--- src/rtl/pcpwm_pkg.sv ---
package pcpwm_pkg;

   typedef enum logic [1:0] {
      OM_OFF_A   = 2'd0,
      OM_OFF_B   = 2'd1,
      OM_NONINV  = 2'd2,
      OM_INV     = 2'd3
   } out_mode_e;

   localparam int FLAG_OVF  = 0;
   localparam int FLAG_CMP  = 1;
   localparam int NUM_FLAGS = 2;

endpackage

--- src/rtl/pcpwm_updown_ctr.sv ---
module pcpwm_updown_ctr #(
   parameter int CNT_W = 8
) (
   input  logic             clk,
   input  logic             rst,
   input  logic             tick,
   output logic [CNT_W-1:0] count,
   output logic             down,
   output logic             at_top,
   output logic             hit_bottom
);
   localparam logic [CNT_W-1:0] TOP  = '1;
   localparam logic [CNT_W-1:0] ONE  = CNT_W'(1);
   localparam logic [CNT_W-1:0] ZERO = '0;

   generate
      if (CNT_W < 2) begin : g_bad_width
         $error("pcpwm_updown_ctr: CNT_W must be at least 2");
      end
   endgenerate

   logic [CNT_W-1:0] cnt_q;
   logic             down_q;

   always_ff @(posedge clk) begin
      if (rst) begin
         cnt_q  <= ZERO;
         down_q <= 1'b0;
      end else if (tick) begin
         if (!down_q) begin
            cnt_q <= cnt_q + ONE;
            if (cnt_q == TOP - ONE) down_q <= 1'b1;
         end else begin
            cnt_q <= cnt_q - ONE;
            if (cnt_q == ONE) down_q <= 1'b0;
         end
      end
   end

   assign count      = cnt_q;
   assign down       = down_q;
   assign at_top     = (cnt_q == TOP);
   assign hit_bottom = tick && down_q && (cnt_q == ONE);


   step_one_chk: assert property (@(posedge clk) disable iff (rst)
      tick |=> (cnt_q == $past(cnt_q) + ONE) || (cnt_q == $past(cnt_q) - ONE));


   top_turn_chk: assert property (@(posedge clk) disable iff (rst)
      (tick && cnt_q == TOP) |=> (cnt_q == TOP - ONE) && down_q);


   bottom_turn_chk: assert property (@(posedge clk) disable iff (rst)
      (tick && down_q && cnt_q == ONE) |=> (cnt_q == ZERO) && !down_q);


   idle_hold_chk: assert property (@(posedge clk) disable iff (rst)
      !tick |=> $stable(cnt_q) && $stable(down_q));

endmodule

--- src/rtl/pcpwm_cmp_unit.sv ---
module pcpwm_cmp_unit #(
   parameter int CNT_W = 8
) (
   input  logic             clk,
   input  logic             rst,
   input  logic             tick,
   input  logic             wr_en,
   input  logic [CNT_W-1:0] wr_val,
   input  logic             at_top,
   input  logic [CNT_W-1:0] count,
   input  logic             down,
   input  logic [1:0]       mode,
   output logic             match,
   output logic             wave
);
   import pcpwm_pkg::*;

   out_mode_e        md;
   logic [CNT_W-1:0] hold_q;
   logic [CNT_W-1:0] act_q;
   logic             wave_q;
   logic             drives;

   assign md     = out_mode_e'(mode);
   assign drives = (md == OM_NONINV) || (md == OM_INV);
   assign match  = tick && (count == act_q);

   always_ff @(posedge clk) begin
      if (rst) begin
         hold_q <= '0;
      end else if (wr_en) begin
         hold_q <= wr_val;
      end
   end

   always_ff @(posedge clk) begin
      if (rst) begin
         act_q <= '0;
      end else if (tick && at_top) begin
         act_q <= hold_q;
      end
   end

   always_ff @(posedge clk) begin
      if (rst) begin
         wave_q <= 1'b0;
      end else if (match && drives) begin
         wave_q <= down ^ (md == OM_INV);
      end
   end

   assign wave = wave_q;


   noninv_rise_chk: assert property (@(posedge clk) disable iff (rst)
      (match && md == OM_NONINV && !down) |=> !wave_q);


   noninv_fall_chk: assert property (@(posedge clk) disable iff (rst)
      (match && md == OM_NONINV && down) |=> wave_q);


   inv_rise_chk: assert property (@(posedge clk) disable iff (rst)
      (match && md == OM_INV && !down) |=> wave_q);


   inv_fall_chk: assert property (@(posedge clk) disable iff (rst)
      (match && md == OM_INV && down) |=> !wave_q);


   act_hold_chk: assert property (@(posedge clk) disable iff (rst)
      !(tick && at_top) |=> $stable(act_q));


   off_hold_chk: assert property (@(posedge clk) disable iff (rst)
      !drives |=> $stable(wave_q));

endmodule

--- src/rtl/pcpwm_flag.sv ---
module pcpwm_flag (
   input  logic clk,
   input  logic rst,
   input  logic set,
   input  logic clr,
   output logic q
);
   logic q_r;

   always_ff @(posedge clk) begin
      if (rst)      q_r <= 1'b0;
      else if (set) q_r <= 1'b1;
      else if (clr) q_r <= 1'b0;
   end

   assign q = q_r;


   set_wins_chk: assert property (@(posedge clk) disable iff (rst)
      set |=> q_r);


   clear_takes_chk: assert property (@(posedge clk) disable iff (rst)
      (clr && !set) |=> !q_r);

endmodule

--- src/rtl/pc_pwm_timer.sv ---
module pc_pwm_timer #(
   parameter int CNT_W = 8
) (
   input  logic             clk,
   input  logic             rst,
   input  logic             tick_en,
   input  logic             cmp_wr_en,
   input  logic [CNT_W-1:0] cmp_wr_data,
   input  logic [1:0]       out_mode,
   input  logic             pin_dir_out,
   input  logic [1:0]       flag_clr,
   output logic [CNT_W-1:0] count_q,
   output logic             pwm_out,
   output logic             pin_drive,
   output logic             ovf_flag,
   output logic             match_flag
);
   import pcpwm_pkg::*;

   logic                 ctr_down;
   logic                 ctr_top;
   logic                 ctr_bottom;
   logic                 cmp_hit;
   logic                 wave;
   logic [NUM_FLAGS-1:0] flag_set;
   logic [NUM_FLAGS-1:0] flag_q;

   pcpwm_updown_ctr #(.CNT_W(CNT_W)) ctr_i (
      .clk        (clk),
      .rst        (rst),
      .tick       (tick_en),
      .count      (count_q),
      .down       (ctr_down),
      .at_top     (ctr_top),
      .hit_bottom (ctr_bottom)
   );

   pcpwm_cmp_unit #(.CNT_W(CNT_W)) cmp_i (
      .clk    (clk),
      .rst    (rst),
      .tick   (tick_en),
      .wr_en  (cmp_wr_en),
      .wr_val (cmp_wr_data),
      .at_top (ctr_top),
      .count  (count_q),
      .down   (ctr_down),
      .mode   (out_mode),
      .match  (cmp_hit),
      .wave   (wave)
   );

   assign flag_set[FLAG_OVF] = ctr_bottom;
   assign flag_set[FLAG_CMP] = cmp_hit;

   generate
      for (genvar g = 0; g < NUM_FLAGS; g++) begin : g_flag
         pcpwm_flag flag_i (
            .clk (clk),
            .rst (rst),
            .set (flag_set[g]),
            .clr (flag_clr[g]),
            .q   (flag_q[g])
         );
      end
   endgenerate

   assign ovf_flag   = flag_q[FLAG_OVF];
   assign match_flag = flag_q[FLAG_CMP];
   assign pwm_out    = wave;
   assign pin_drive  = pin_dir_out && out_mode[1] && wave;


   ovf_at_bottom_chk: assert property (@(posedge clk) disable iff (rst)
      $rose(ovf_flag) |-> (count_q == '0));


   pin_gate_chk: assert property (@(posedge clk) disable iff (rst)
      pin_drive |-> (pwm_out && pin_dir_out));


   reset_state_chk: assert property (@(posedge clk)
      rst |=> (count_q == '0) && !pwm_out && !ovf_flag && !match_flag);

endmodule

--- config.mk ---
export PLATFORM = sky130hd
export DESIGN_NAME = pc_pwm_timer
export DESIGN_NICKNAME = d
export VERILOG_FILES = /design/src/rtl/pcpwm_pkg.sv /design/src/rtl/pcpwm_updown_ctr.sv /design/src/rtl/pcpwm_cmp_unit.sv /design/src/rtl/pcpwm_flag.sv /design/src/rtl/pc_pwm_timer.sv
export SDC_FILE = /design/constraint.sdc
export NUM_CORES = 1
export LEC_CHECK = 0
export ABC_AREA = 1
export BUFFER_PORTS_ARGS = -buffer_cell sky130_fd_sc_hd__buf_2
export CAP_MARGIN = 20
export CORE_MARGIN = 2
export CORE_UTILIZATION = 54
export DETAILED_ROUTE_END_ITERATION = 8
export GPL_ROUTABILITY_DRIVEN = 0
export GPL_TIMING_DRIVEN = 1
export PLACE_DENSITY = 0.81
export SETUP_SLACK_MARGIN = 0.2
export SLEW_MARGIN = 30
export SYNTH_ARGS = -nofsm -noshare
export SYNTH_HDL_FRONTEND = slang
export SYNTH_HIERARCHICAL = 1
export SYNTH_SLANG_ARGS = --single-unit
--- constraint.sdc ---
create_clock -name clk -period 2.1 [get_ports clk]
set_clock_uncertainty 0.2 [all_clocks]
set_input_delay 0.21 -clock clk [delete_from_list [all_inputs] [get_ports clk]]
set_output_delay 0.21 -clock clk [all_outputs]
set_load 0.01 [all_outputs]
* Yosys cells after proc, flatten, opt, wreduce, memory -nomap -nowiden
Index checks and enable logic that the tools add are counted.
** Operators by class
- Add/sub/neg operators :: 2
- Eq/ne operators :: 6
- Mux-type cells :: 8
- Bitwise operators :: 1
- Reductions and logical operators :: 10
** Operators with widths (number)
- 8-bit equality test (second input constant) :: 2
- 8-bit by 1-bit adder with 8-bit output (second input constant) :: 1
- 8-bit by 1-bit equality test with 1-bit output (second input constant) :: 1
- 8-bit equality test :: 1
- 8-bit 2-to-1 mux :: 1
- 8-bit by 1-bit subtractor with 8-bit output (second input constant) :: 1
- 1-bit logical AND :: 7
- 1-bit 2-to-1 mux :: 7
- 2-bit equality test (second input constant) :: 2
- 2-bit nonzero test :: 2
- 1-bit logical OR :: 1
- 1-bit XOR :: 1
** Word-level totals
- Flip-flop bits (word level) :: 28
- Input port bits :: 17
- Output and inout bits :: 12
- Word-level logic and storage cells :: 34

* Depth between registers and ports, before layout
Gate-level depths: netlist of run 1.
- Depth in word-level cells :: 3
- Depth in mapped cells :: 10
- Mapped depth without buffers :: 10

* Modules after synthesis
The synthesis of run 1 kept the hierarchy.
** By module, submodules not included
- pcpwm_cmp_unit :: times used 1, cells an instance 130, area each 822.0 um^2, seq. area each 340.3 um^2
- pcpwm_updown_ctr :: times used 1, cells an instance 101, area each 638.1 um^2, seq. area each 180.2 um^2
- pcpwm_flag :: times used 2, cells an instance 5, area each 40.0 um^2, seq. area each 20.0 um^2
- pc_pwm_timer :: times used 1, cells an instance 3, area each 13.8 um^2, seq. area each 0.0 um^2

* Least setup slack after synthesis of run 1
No wires, ideal clock.
- Path type :: reg-to-reg
- From :: register ctr_i.cnt_q[1], in the netlist ctr_i/count[1]
- To :: register cmp_i.act_q[3]
- Library setup time :: 0.119 ns
- Arrival time :: 1.397 ns
- Required time :: 1.781 ns
- Setup slack :: 0.384 ns
- Stages on the path, launching flop included :: 8
- Path buffers :: 1
- Period minus slack after synthesis :: 1.716 ns
- Path through :: dfxtp_1 > ha_1 > nand2_4 > nor4_1 > nand2_1 > buf_2 > o21ai_0 > a21oi_1
** On the way
- Longest elaborated chain between the ends :: 2
** Ends and longest elaborated chain
- start, declared :: line pcpwm_updown_ctr.sv:22 : logic [CNT_W-1:0] cnt_q;
- start signal, assigned :: line pcpwm_updown_ctr.sv:31 : cnt_q <= cnt_q + ONE;
- start signal, assigned :: line pcpwm_updown_ctr.sv:34 : cnt_q <= cnt_q - ONE;
- 8-bit equality test :: line pcpwm_updown_ctr.sv:42 : assign at_top = (cnt_q == TOP);
- named net ctr_top :: line pc_pwm_timer.sv:21 : logic ctr_top;
- 1-bit logical AND :: line pcpwm_cmp_unit.sv:39 : end else if (tick && at_top) begin
- end signal, assigned :: line pcpwm_cmp_unit.sv:40 : act_q <= hold_q;
- end, declared :: line pcpwm_cmp_unit.sv:20 : logic [CNT_W-1:0] act_q;
The timed path passes the listed nets, and every way through them passes these cells.
A chain may end at the register's enable or synchronous reset.

* Worst setup path in the final report of run 1
- From :: register ctr_i.cnt_q[0], in the netlist ctr_i/count[0]
- To :: register cmp_i.act_q[3]
Same word-level chain as after synthesis.

==> qor.csv, run 1 <==
metric;value;unit
Max H-tree Level;1;
Max Cap Violations;0;
first-pass GRT wire length;6050;um
Root Driver;clkbuf_4;
Mapped Cells;244;
CP max-delay cell;dfxtp_1;
register area share after synthesis;0.361;
die area;0.00332;mm^2
Worst EP arrival;1.86;ns
Syn Nets;265;
status;complete, no violations;
#FFs+latches synth;28;
worst path buffer plus inverter count;0;
Die Y;57.6;um
Initial DRC Count;86;
largest net degree at the start of global routing;18;
delay-heaviest family, CP;simple AND/OR/NAND/NOR gates;
commonest non-fill, non-tap cell in the layout;nand2_1;
fmax;0.549;GHz
Worst path max stage delay;0.45;ns
CTS tree;yes;
ANT cells;0;
clock buffer depth;2;
input/output buffers;28;
Hold WC Path Type;in -> reg;
Crit Reg-Reg Startpoint;ctr_i/count[0];
final worst slack;0.279;ns
dpl ws;0.277;ns
most frequent cells in the layout;57 x nand2_1, 45 x nor2_1, 34 x inv_1;
worst reg2reg path depth;6;
Starting Density;0.568;
# DRC;0;
DRT Pass-1 Iters;4;
clock buffer count from CTS;3;
area grow syn2layout;24.9;%
crit path max fanout;7;
clk_lat worst skew;0.33;ns
vias in the first global route;1404;
Total Routing Usage GR;0.233;
mapped cell area;0.00155;mm^2
final net count;313;
Avg Inst Size Synth;6.37;um^2
Pwr Density;550;mW/mm^2
worst setup path endpoint;cmp_i/act_q[3];
Critical Path Stages;6;
postcts setup bufs;0;
WS Path Type;reg -> reg;
Worst Tran Pin Value;0.369;ns
share of post-route cells with drive strength above 1;0.182;
Worst setup SP type;register;
DP HPWL;2610;um
synth warn;6;
R2R Path End;cmp_i/act_q[3];
Max VDD drop;0.433;mV
detailed-route wire length per cell;11.5;um
DR vias;1632;
CTS sink count;28;
Tot Pwr;1.07;mW
initial antenna violation count;0;
antenna-violating nets left;0;
TNS Setup;0;ns
max-slew violations;0;
I/O pins;29;
Die W;57.6;um
Final Hold Fails;0;
Tmin final;1.82;ns
Pleak;0.952;nW
RSZ-0062 raised after global routing;no;
R2R Setup Slk;0.28;ns
CORE AREA;0.00273;mm^2
Critical Path RT;2.14;ns
CP startpoint;ctr_i/count[0];
Worst-path clk slew;0.16;ns
vias per cell;5.07;
Slew headroom;0.752;
Tcrit/Tclk final;0.867;
worst-path cell chain;ha_1 -> nand2_4 -> nor4_2 -> nand2_1 -> o21ai_0 -> a21oi_1;
post-synth cell types;26;
final setup vio count;0;
global route overflow;0;
Post-Route WL;3710;um
nature of the critical path endpoint;register;
row count;19;
Final Util;0.710;
-- routing by layer --
layer | vias to the layer above | GRT usage | wire length [um]
li1 | 864 | - | -
met5 | - | 0 | 0
met1 | 708 | 0.315 | 1750
met2 | 56 | 0.388 | 1690
met3 | 4 | 0.0290 | 225
met4 | 0 | 0.0731 | 33
-- cell type report --
cell class | instances | area (um^2)
clock buffer | 3 | 22.5
clock inverter | 1 | 30.0
timing repair buffer | 45 | 298
fill | 230 | 793
inverter | 40 | 153
sequential | 28 | 562
multi-input combinational | 174 | 837
tap | 31 | 38.8
-- registers in the layout, summed over array words and instances (netlist names) --
signal,flops
cmp_i/hold_q,8
ctr_i/down,1
cmp_i/act_q,8
cmp_i/wave,1
g_flag.flag_i/q,2
ctr_i/count,8
-- worst min-delay path: stages --
cell and delay (ns):
buf_2 0.15, o21ai_0 0.10, nor2_1 0.07
-- timing repair --
item / 4_1_cts / 5_1_grt
endpoints found under the setup margin: 0 / 8
resized for setup: 0 / 3
hold buffers: 12 / 0
endpoints found under the hold margin: 11 / 0
-- how the worst min path moves through the flow --
stage | from | to | slack, ns | cells after the start
after floorplan | rst | g_flag[0].flag_i/q | 0.07 | 1
after global placement | cmp_wr_data[7] | cmp_i/hold_q[7] | 0.23 | 3
after detailed placement | cmp_wr_data[5] | cmp_i/hold_q[5] | 0.24 | 3
after CTS | cmp_wr_en | cmp_i/hold_q[4] | 0.02 | 3
after global routing | cmp_wr_en | cmp_i/hold_q[4] | 0.03 | 3
final | cmp_wr_en | cmp_i/hold_q[4] | 0.02 | 3
-- stage by stage --
step                hold WS [ns]  area (um^2)  cells
floorplan                 0.0724         1550    244
CTS                       0.0182         1930    321
global placement           0.231         1750    305
finish                    0.0245         1940    322
global route              0.0335         1940    322
detailed placement         0.240         1750    305
-- where the power goes --
part / switching (mW) / total [mW] / internal (mW) / leakage, nW
clock: 0.168 / 0.361 / 0.193 / 0.0279
sequential: 0.0118 / 0.561 / 0.550 / 0.229
combinational: 0.0816 / 0.146 / 0.0641 / 0.695
-- synth_stat cells --
master    number  share of area
and3_1         1         0.0040
nand2_1       57           0.14
nor4_1         3          0.012
a21oi_1       13          0.042
a21oi_2        3          0.017
nand3_1        9          0.029
o211ai_1       2         0.0097
nor2_1        45           0.11
xor2_1         1         0.0056
nor2_2         3          0.012
o21ai_1        1         0.0032
inv_1         34          0.082
o21ai_0       22          0.071
dfxtp_1       28           0.36
inv_4          1         0.0040
a21oi_4        1          0.010
nand2_4        1         0.0072
inv_2          4         0.0097
clkinv_1       1         0.0024
ha_1           4          0.032
buf_2          1         0.0032
xnor2_1        2          0.011
buf_4          1         0.0048
nand4_1        2         0.0081
nor3_1         3         0.0097
buf_1          1         0.0024
-- logic make-up after synthesis --
family	Yosys count	share of synthesized area
AO/OA/AOI/OAI	42	0.153
XOR/XNOR	3	0.0169
adder cells (fa/ha/maj)	4	0.0322
buffers and inverters	43	0.109
flip-flops	28	0.361
AND/OR/NAND/NOR	124	0.329
(Power assumes the default switching activity.)
==> run 2: changes to the inputs <==
Settings changed: CORE_ASPECT_RATIO from default to 1.4, CORE_UTILIZATION 54 to 57, CTS_BUF_LIST from default to sky130_fd_sc_hd__clkbuf_2, GPL_TIMING_DRIVEN 1 to 0, PLACE_DENSITY 0.81 to 0.85.
==> qor.csv, run 2 (synthesis results as in run 1) <==
metric;value;unit
status;complete, no violations;
Psw;0.255;mW
Tot Pwr;0.923;mW
DP Area;0.00174;mm^2
internal power;0.668;mW
Worst-path clk slew;0.25;ns
TNS Setup;0;ns
nature of the critical path endpoint;register;
CTS sink count;28;
Root Driver;clkbuf_2;
row count;22;
Worst setup SP type;register;
R2R Path End;cmp_i/act_q[4];
power share of the combinational group;0.176;
Initial DRC Count;46;
clock share of power;0.214;
Max VDD drop;0.392;mV
first-pass GRT wire length;6120;um
vias per cell;5.11;
I/O pins;29;
final worst slack;0.383;ns
Worst EP arrival;1.82;ns
clock buffer count from CTS;3;
Worst Tran Pin Value;0.361;ns
commonest non-fill, non-tap cell in the layout;nand2_1;
Max Cap Violations;0;
ANT cells;0;
final net count;318;
worst reg2reg path depth;8;
hold_sp;cmp_wr_en;
met2 usage;0.508;
Tmin final;1.72;ns
final setup vio count;0;
Total Routing Usage GR;0.269;
die area;0.00317;mm^2
antenna-violating nets left;0;
R2R Setup Slk;0.38;ns
Hold WC Path Type;in -> reg;
DR vias;1695;
initial antenna violation count;0;
Reg power frac;0.609;
WS Path Type;reg -> reg;
global route overflow;0;
Tcrit/Tclk final;0.818;
Die W;48.1;um
# DRC;0;
Pleak;0.985;nW
Die Y;65.8;um
hold path depth;3;
most frequent cells in the layout;56 x nand2_1, 45 x nor2_1, 34 x inv_1;
met3 Use GR;0.0383;
RSZ-0062 raised after global routing;no;
Slew headroom;0.757;
crit path max fanout;10;
DP HPWL;2600;um
area grow syn2layout;28.1;%
WHS Endpoint;cmp_i/hold_q[2];
Final Hold Fails;0;
Critical Path RT;2.20;ns
input/output buffers;28;
Crit Reg-Reg Startpoint;ctr_i/count[3];
Starting Density;0.594;
clock buffer depth;2;
vias in the first global route;1531;
dpl ws;0.187;ns
GRT met1 Usage;0.270;
DRT Pass-1 Iters;5;
clk_lat worst skew;0.36;ns
detailed-route wire length per cell;11.7;um
Post-Route WL;3880;um
final instance area;0.00199;mm^2
share of post-route cells with drive strength above 1;0.193;
Final Util;0.761;
GRT Max-Usage Layer;met2;
Max H-tree Level;1;
max-slew violations;0;
fmax;0.582;GHz
Sw Share;0.277;
CTS tree;yes;
largest net degree at the start of global routing;16;
CORE AREA;0.00262;mm^2
Pwr Density;464;mW/mm^2
==> run 2: cell types whose count changed in the layout (fill, tap and decap cells not counted), sizes merged <==
| cell | delta |
|---|---|
| dlygate4sd3 | +7 |
| buf | -1 |
| bufinv | -1 |
| clkinv | +1 |
| nand2 | -1 |
==> run 2: worst max path at each step <==
stage,to,from,depth (start not counted),slack (ns)
2_1_floorplan,cmp_i/act_q[3],ctr_i/count[1],7,0.38
3_3_place_gp,cmp_i/act_q[3],ctr_i/count[1],7,0.19
3_5_place_dp,cmp_i/act_q[4],ctr_i/count[1],7,0.19
4_1_cts,cmp_i/act_q[4],ctr_i/count[3],8,0.22
5_1_grt,cmp_i/act_q[3],ctr_i/count[3],8,0.23
6_report,cmp_i/act_q[4],ctr_i/count[3],8,0.38
==> run 2: layer usage <==
metal	part of all wire	wire length, um	vias up
li1	-	-	868
met1	0.38	1460	766
met2	0.56	2150	50
met3	0.044	169	11
met4	0.024	92	0
met5	0	0	-
==> run 2: power by group through the flow <==
stage	Clock [mW]	Sequential (mW)	Combinational [mW]
after floorplan	0	0.574	0.0767
after global placement	0	0.573	0.120
after detailed placement	0	0.574	0.124
after CTS	0.202	0.565	0.155
after global routing	0.224	0.565	0.182
final	0.198	0.563	0.163
==> run 2: cell type report <==
type | count | area, um^2
fillers | 224 | 624
repair buffers | 48 | 338
well taps | 36 | 45.0
inverters | 40 | 153
clock buffers | 3 | 15.0
clock inverters | 1 | 3.75
flip-flops and latches | 28 | 578
multi-input cells | 173 | 842
plain buffers | 3 | 16.3
==> run 2: worst max-delay path, cell delays in order (launching register included) <==
cell     delay (ns)
dfxtp_2        0.48
nand2_1        0.10
inv_2          0.09
nand2_4        0.07
nor4_4         0.16
nand2_2        0.13
buf_2          0.20
o21ai_0        0.16
nor2_1         0.05
==> run 2: what timing repair did <==
action	in CTS	in global routing
hold buffers	19	0
gates cloned	0	0
buffers inserted	0	1
resized for setup	3	11
hold endpoints to repair	12	0
endpoints found under the setup margin	4	8
pin swaps	0	1
==> run 2: metrics by stage <==
stage	hold slack [ns]	cells
6_report	0.0206	332
5_1_grt	0.0103	332
4_1_cts	0.0109	331
3_5_place_dp	0.237	308
3_3_place_gp	0.229	308
2_1_floorplan	0.0724	244
==> run 3: changes to the inputs <==
Settings changed: CORE_UTILIZATION 57 to 51, PLACE_DENSITY 0.85 to 0.8.
Clock period 2.1 ns to 1.57 ns, I/O delays scaled along.
==> qor.csv, run 3 (synthesis results as in run 1) <==
metric;value;unit
commonest non-fill, non-tap cell in the layout;nand2_1;
CP max-delay cell;dfxtp_4;
Worst Tran Pin Value;0.365;ns
DR vias;1838;
# placed instances;309;
crit path max fanout;5;
CORE AREA;0.00288;mm^2
Pwr Density;528;mW/mm^2
Worst EP arrival;1.63;ns
failing checks;negative hold slack;
first-pass GRT wire length;6930;um
DRT Pass-1 Iters;4;
Tcrit/Tclk final;0.990;
final setup vio count;0;
vias in the first global route;1679;
TNS Setup;0;ns
I/O pins;29;
die area;0.00351;mm^2
nature of the critical path endpoint;register;
area occupied by multi-input gates;0.00105;mm^2
Die Y;69.3;um
Pleak;1.13;nW
vias per cell;5.27;
final worst slack;0.0164;ns
WHS;-0.201;ns
worst-path cell chain;buf_6 -> inv_4 -> ha_2 -> inv_2 -> a21oi_2 -> o21ai_1 -> o21ai_1 -> a21oi_1;
Tot Pwr;1.28;mW
Post-Route WL;4930;um
status;finished, violations left;
Final Instance Count excl. Fillers;349;
flip-flop and latch area;593;um^2
Worst setup SP type;register;
Critical Path RT;1.65;ns
max-slew violations;0;
final instance area;0.00243;mm^2
Hold Buf Count CTS;13;
Tmin final;1.55;ns
most frequent cells in the layout;46 x nand2_1, 37 x nor2_1, 23 x inv_1;
fillcell total;167;
Starting Density;0.540;
DP Area;0.00178;mm^2
largest net degree at the start of global routing;16;
RSZ-0062 raised after global routing;yes;
WS Path Type;reg -> reg;
area grow syn2layout;56.4;%
Initial DRC Count;67;
antenna-violating nets left;0;
Max VDD drop;0.552;mV
critical path's most frequent cell;o21ai_1;
# DRC;0;
clock buffer depth;2;
global route overflow;0;
ANT cells;0;
CTS sink count;28;
Final Hold Fails;3;
Worst path max stage delay;0.42;ns
input/output buffers;28;
Root Driver;clkbuf_2;
Die W;50.7;um
Max Cap Violations;0;
Total Routing Usage GR;0.252;
clock buffer count from CTS;3;
share of post-route cells with drive strength above 1;0.436;
initial antenna violation count;0;
Hold WC Path Type;in -> reg;
final net count;334;
dpl ws;-0.218;ns
Slew headroom;0.756;
row count;23;
detailed-route wire length per cell;14.1;um
Final Util;0.845;
fmax;0.644;GHz
DP HPWL;2700;um
Worst-path clk slew;0.27;ns
CTS tree;yes;
clk_lat worst skew;0.36;ns
Max H-tree Level;1;
-- run 3: cell types whose count changed in the layout (fill, tap and decap cells not counted), moves of 6 or more --
| cell | previous run | this run |
|---|---|---|
| inv_2 | 4 | 13 |
| inv_1 | 34 | 23 |
| o21ai_0 | 22 | 9 |
| buf_2 | 29 | 21 |
| nand2_1 | 56 | 46 |
| o21ai_2 | 0 | 8 |
| nor2_1 | 45 | 37 |
| dlygate4sd3_1 | 19 | 13 |
| nand2_2 | 1 | 10 |
| buf_4 | 2 | 9 |
| buf_6 | 0 | 22 |
-- run 3: layer usage --
metal  vias to the layer above  track usage  part of all wire
met5                         -            0                 0
met3                        14       0.0409             0.049
li1                        899            -                 -
met4                         0       0.0991             0.028
met1                       848        0.247              0.35
met2                        77        0.497              0.57
-- run 3: worst paths after layout --
check	endpoint	startpoint	cells after the start	slack [ns]
setup / recovery	ctr_i/count[2]	ctr_i/count[0]	8	0.02
hold / removal	g_flag[1].flag_i/q	rst	2	-0.20
setup reg to reg	ctr_i/count[2]	ctr_i/count[0]	8	0.02
hold reg to reg	cmp_i/act_q[3]	cmp_i/act_q[3]	2	0.27
-- run 3: where the power goes --
part	internal (mW)	switching (mW)	total, mW
registers	0.727	0.0193	0.746
clock network	0.0553	0.209	0.264
logic	0.128	0.145	0.273
total	0.910	0.373	1.28
-- run 3: cell type report --
class | instances | share of cell area
plain buffers | 3 | 0.0108
clock inverters | 1 | 0.00154
flip-flops and latches | 28 | 0.244
repair buffers | 64 | 0.223
well taps | 37 | 0.0190
multi-input cells | 173 | 0.430
inverters | 40 | 0.0648
clock buffers | 3 | 0.00618
-- run 3: worst max-delay path, delay by kind of cell (launching register included) --
kind                       cells  cell delay, ns
DFF                            1            0.42
AOI/OAI and AO/OA              4            0.42
buffers and inverters          3            0.27
adders and majority gates      1            0.17
-- run 3: what timing repair did --
item,4_1_cts,5_1_grt
pin swaps,15,19
cloned,1,0
hold endpoints to repair,14,3
setup endpoints to repair,22,28
resized for setup,55,52
buffers inserted,16,6
